`config.mk`:
```
export PLATFORM = sky130hd
export DESIGN_NAME = shift1_top
export DESIGN_NICKNAME = d
export VERILOG_FILES = /design/src/rtl/shift1_pkg.sv /design/src/rtl/shift1_ctrl.sv /design/src/rtl/shift1_datapath.sv /design/src/rtl/shift1_top.sv
export SDC_FILE = /design/constraint.sdc
export NUM_CORES = 1
export LEC_CHECK = 0
export ABC_AREA = 1
export BUFFER_PORTS_ARGS = -buffer_cell sky130_fd_sc_hd__buf_2
export CAP_MARGIN = 40
export CELL_PAD_IN_SITES_DETAIL_PLACEMENT = 0
export CELL_PAD_IN_SITES_GLOBAL_PLACEMENT = 2
export CORE_AREA = 2 2 39 41
export DETAILED_ROUTE_END_ITERATION = 8
export DIE_AREA = 0 0 41 43
export GPL_TIMING_DRIVEN = 0
export PLACE_DENSITY_LB_ADDON = 0.1
export REMOVE_ABC_BUFFERS = 1
export SYNTH_ARGS = -nofsm -noshare
export SYNTH_HDL_FRONTEND = slang
export SYNTH_HIERARCHICAL = 1
export SYNTH_SLANG_ARGS = --single-unit
```
`constraint.sdc`:
```
create_clock -name vclk -period 1.1
set_clock_uncertainty 0.05 [all_clocks]
set_input_delay 0.22 -clock vclk [all_inputs]
set_output_delay 0.22 -clock vclk [all_outputs]
set_load 0.1 [all_outputs]
```
`src/rtl/shift1_pkg.sv`:
```
package shift1_pkg;
  // Decoded, mutually exclusive strobes passed from control to datapath
  typedef struct packed {
    logic moveUp;    // toward MSB
    logic keep;      // pass through
    logic moveDown;  // toward LSB
    logic fault;     // illegal select pattern
  } selStrobes_t;
endpackage

```
`src/rtl/shift1_ctrl.sv`:
```
module shift1_ctrl
  import shift1_pkg::*;
(
  input  logic        shiftLeft,
  input  logic        passThru,
  input  logic        shiftRight,
  output selStrobes_t strobes
);
  logic multiSel;

  // any pair high means the pattern is not one-hot
  assign multiSel = (shiftLeft & passThru) | (shiftLeft & shiftRight) |
                    (passThru & shiftRight);

  always_comb begin
    strobes.fault    = multiSel;
    strobes.moveUp   = shiftLeft  & ~multiSel;
    strobes.keep     = passThru   & ~multiSel;
    strobes.moveDown = shiftRight & ~multiSel;
  end
endmodule

```
`src/rtl/shift1_datapath.sv`:
```
module shift1_datapath
  import shift1_pkg::*;
#(
  parameter int WIDTH = 4
) (
  input  logic [WIDTH-1:0] dataIn,
  input  selStrobes_t      strobes,
  output logic [WIDTH-1:0] dataOut
);
  localparam int TOP = WIDTH - 1;

  for (genvar i = 0; i < WIDTH; i++) begin : g_bit
    logic fromBelow;
    logic fromAbove;

    if (i == 0) begin : g_lsb
      assign fromBelow = 1'b0;
    end else begin : g_lo
      assign fromBelow = dataIn[i-1];
    end

    if (i == TOP) begin : g_msb
      assign fromAbove = 1'b0;
    end else begin : g_hi
      assign fromAbove = dataIn[i+1];
    end

    // three-way neighbour select, one strobe at most is active
    assign dataOut[i] = (strobes.moveUp   & fromBelow) |
                        (strobes.keep     & dataIn[i]) |
                        (strobes.moveDown & fromAbove);
  end
endmodule

```
`src/rtl/shift1_top.sv`:
```
module shift1_top
  import shift1_pkg::*;
#(
  parameter int WIDTH = 4
) (
  input  logic [WIDTH-1:0] dataIn,
  input  logic             shiftLeft,
  input  logic             passThru,
  input  logic             shiftRight,
  output logic [WIDTH-1:0] dataOut,
  output logic             selError
);
  selStrobes_t strobes;

  if (WIDTH < 2) begin : g_bad_width
    $error("shift1_top: WIDTH must be at least 2");
  end

  shift1_ctrl u_ctrl (
    .shiftLeft (shiftLeft),
    .passThru  (passThru),
    .shiftRight(shiftRight),
    .strobes   (strobes)
  );

  shift1_datapath #(.WIDTH(WIDTH)) u_dp (
    .dataIn (dataIn),
    .strobes(strobes),
    .dataOut(dataOut)
  );

  assign selError = strobes.fault;
endmodule

```
==> out/metrics.cfg <==
[clock_network]
ctsHoldBuffers = 0

[grt]
grtUsageMet1_pct = 7.35
grt_max_degree = 6
grt_pass1_vias = 152
use_met3_pct = 0
antenna_found_initial = 0
track_usage_pct = 4.81
grt_pass1_wl_um = 655
grt_overflow = 0
grt-busiest-layer = met2
grt_use_met2_pct = 7.81

[die]
num_rows = 14
fp.dieW_um = 41
dieArea_mm2 = 0.00176
initial_core_util_pct = 8.32
core-area_mm2 = 0.00138
pin_count = 12
die_h_um = 43

[layout]
n_sequential_cell = 0
final_cell_mix = nand2_1, buf_12, buf_2
stdcell_area_um2 = 348
nClkBuffers = 0
layout.nets = 46
areaGrowthSynthToFinish_pct = 202
antenna_cells = 0
mostFrequentLayoutCell = nand2_1
drive_gt1_share_pct = 59.5
multi_input_area_um2 = 135
stdcell_count = 53
fillers = 154
seq_area_um2 = 0

[place]
dpl_cell_area_um2 = 188
gp_congestion = 0.568
dp_cells = 52
place_worst_setup_slack_ns = -0.606
dp_hpwl_um = 335
io_buffers = 12

[synth]
syn_avg_cell_area_um2 = 4.60
yosysWarnings = 6
ys_types = 6
synth_area_leader_cell = nand2_1
postSynthCellCount = 25
synth_area_um2 = 115
synthTopCellsByArea = nand2_1, nand3_2, nor3_1
synth_seq_area_share_pct = 0
synth_top_area_share_pct = 48.9

[route]
num_vias = 198
route.detailed.drc = 0
first_pass_iters = 2
wl_um = 422
drt_iter0_markers = 5
wl_per_cell_um = 7.96
viasPerCell = 3.74
detail-route-antenna-nets = 0

[timing]
period_share_pct = 108
worstMarginPinSlew_ns = 0.207
finalSetupViolations = 4
holdWs_ns = 0.772
post-route-min-period_ns = 1.19
fmax_mhz = 840
maxSlewViolCount = 0
finalWorstSetupSlack_ns = -0.0900
rsz0062_at_grt = true
finalHoldViolations = 0
slew_headroom_pct = 86.2

[power]
p_clk_share_pct = 0
ir_drop_mv = 0.264
fin_total_pwr_uw = 216
swShare_pct = 62.0
p_seq_share_pct = 0
combPwrFrac_pct = 100.0
cellPowerDensity_mw_per_mm2 = 622
leakage_nw = 0.168
p_sw_uw = 134
internal_power_uw = 82.2

[min_path]
min_path_cells = 4
hold_start = dataIn[3]
hold_end = dataOut[3]
hold_class = primary input to output port

[worst_setup_path]
cp.arrival_ns = 0.92
crit_type = primary input to output port
crit_required_ns = 0.83
cp-start-kind = primary input
critPathCaptureType = output port
critPathMaxFanout = 4

[run_status]
outcome = finished, violations left
violations = setup timing

[job]
maxCapViolations = 0

## worst max-delay path by stage
stage	to	start	depth (start not counted)
2_1_floorplan	dataOut[3]	shiftLeft	3
3_3_place_gp	dataOut[2]	shiftLeft	5
3_5_place_dp	dataOut[2]	shiftLeft	5
4_1_cts	dataOut[2]	shiftLeft	5
5_1_grt	dataOut[2]	shiftRight	5
6_report	dataOut[0]	shiftLeft	5
## stage by stage
step / utilization, % / setup TNS, ns
2_1_floorplan: - / -1.46
3_3_place_gp: 13.6 / -2.29
3_5_place_dp: 13.6 / -2.38
4_1_cts: 24.0 / -0.427
5_1_grt: 25.1 / -0.549
6_report: 25.1 / -0.338
## timing repair
item	in CTS	in global routing
hold endpoints to repair	0	0
setup buffers	0	1
endpoints found under the setup margin	5	4
gates resized for setup	39	2
pin swaps	10	7
## cells in the mapped netlist
| master | instances |
|---|---|
| nand3_1 | 1 |
| inv_1 | 3 |
| nand2_1 | 15 |
| buf_4 | 1 |
| nand3_2 | 2 |
| nor3_1 | 3 |
## cell type report
cell class         count  share of cell area [%]
repair buffers        13                    51.4
well taps             16                    5.76
multi-input cells     21                    38.8
inverters              3                    3.96
## kinds of logic (layout without fill, tap and decap cells)
kind of cell,Yosys count,in the layout,share of synthesized area [%]
buf+inv,4,16,16.3
simple gates,21,21,83.7
## power by group through the flow
stage | clock [mW] | combinational [mW] | sequential [mW]
floorplan | 0 | 0.109 | 0
global placement | 0 | 0.142 | 0
detailed placement | 0 | 0.142 | 0
CTS | 0 | 0.209 | 0
global route | 0 | 0.225 | 0
finish | 0 | 0.216 | 0
## worst max-delay path, stage by stage
cell,delay [ns]
buf_12,0.11
nor3_4,0.23
nand2_1,0.10
nand2_2,0.09
buf_12,0.17
## metal layers
metal | wire length (um) | vias to the layer above
met2 | 215 | 9
li1 | - | 101
met4 | 0 | 0
met3 | 44 | 0
met5 | 0 | -
met1 | 162 | 88
Power figures use the tool's default switching activity.
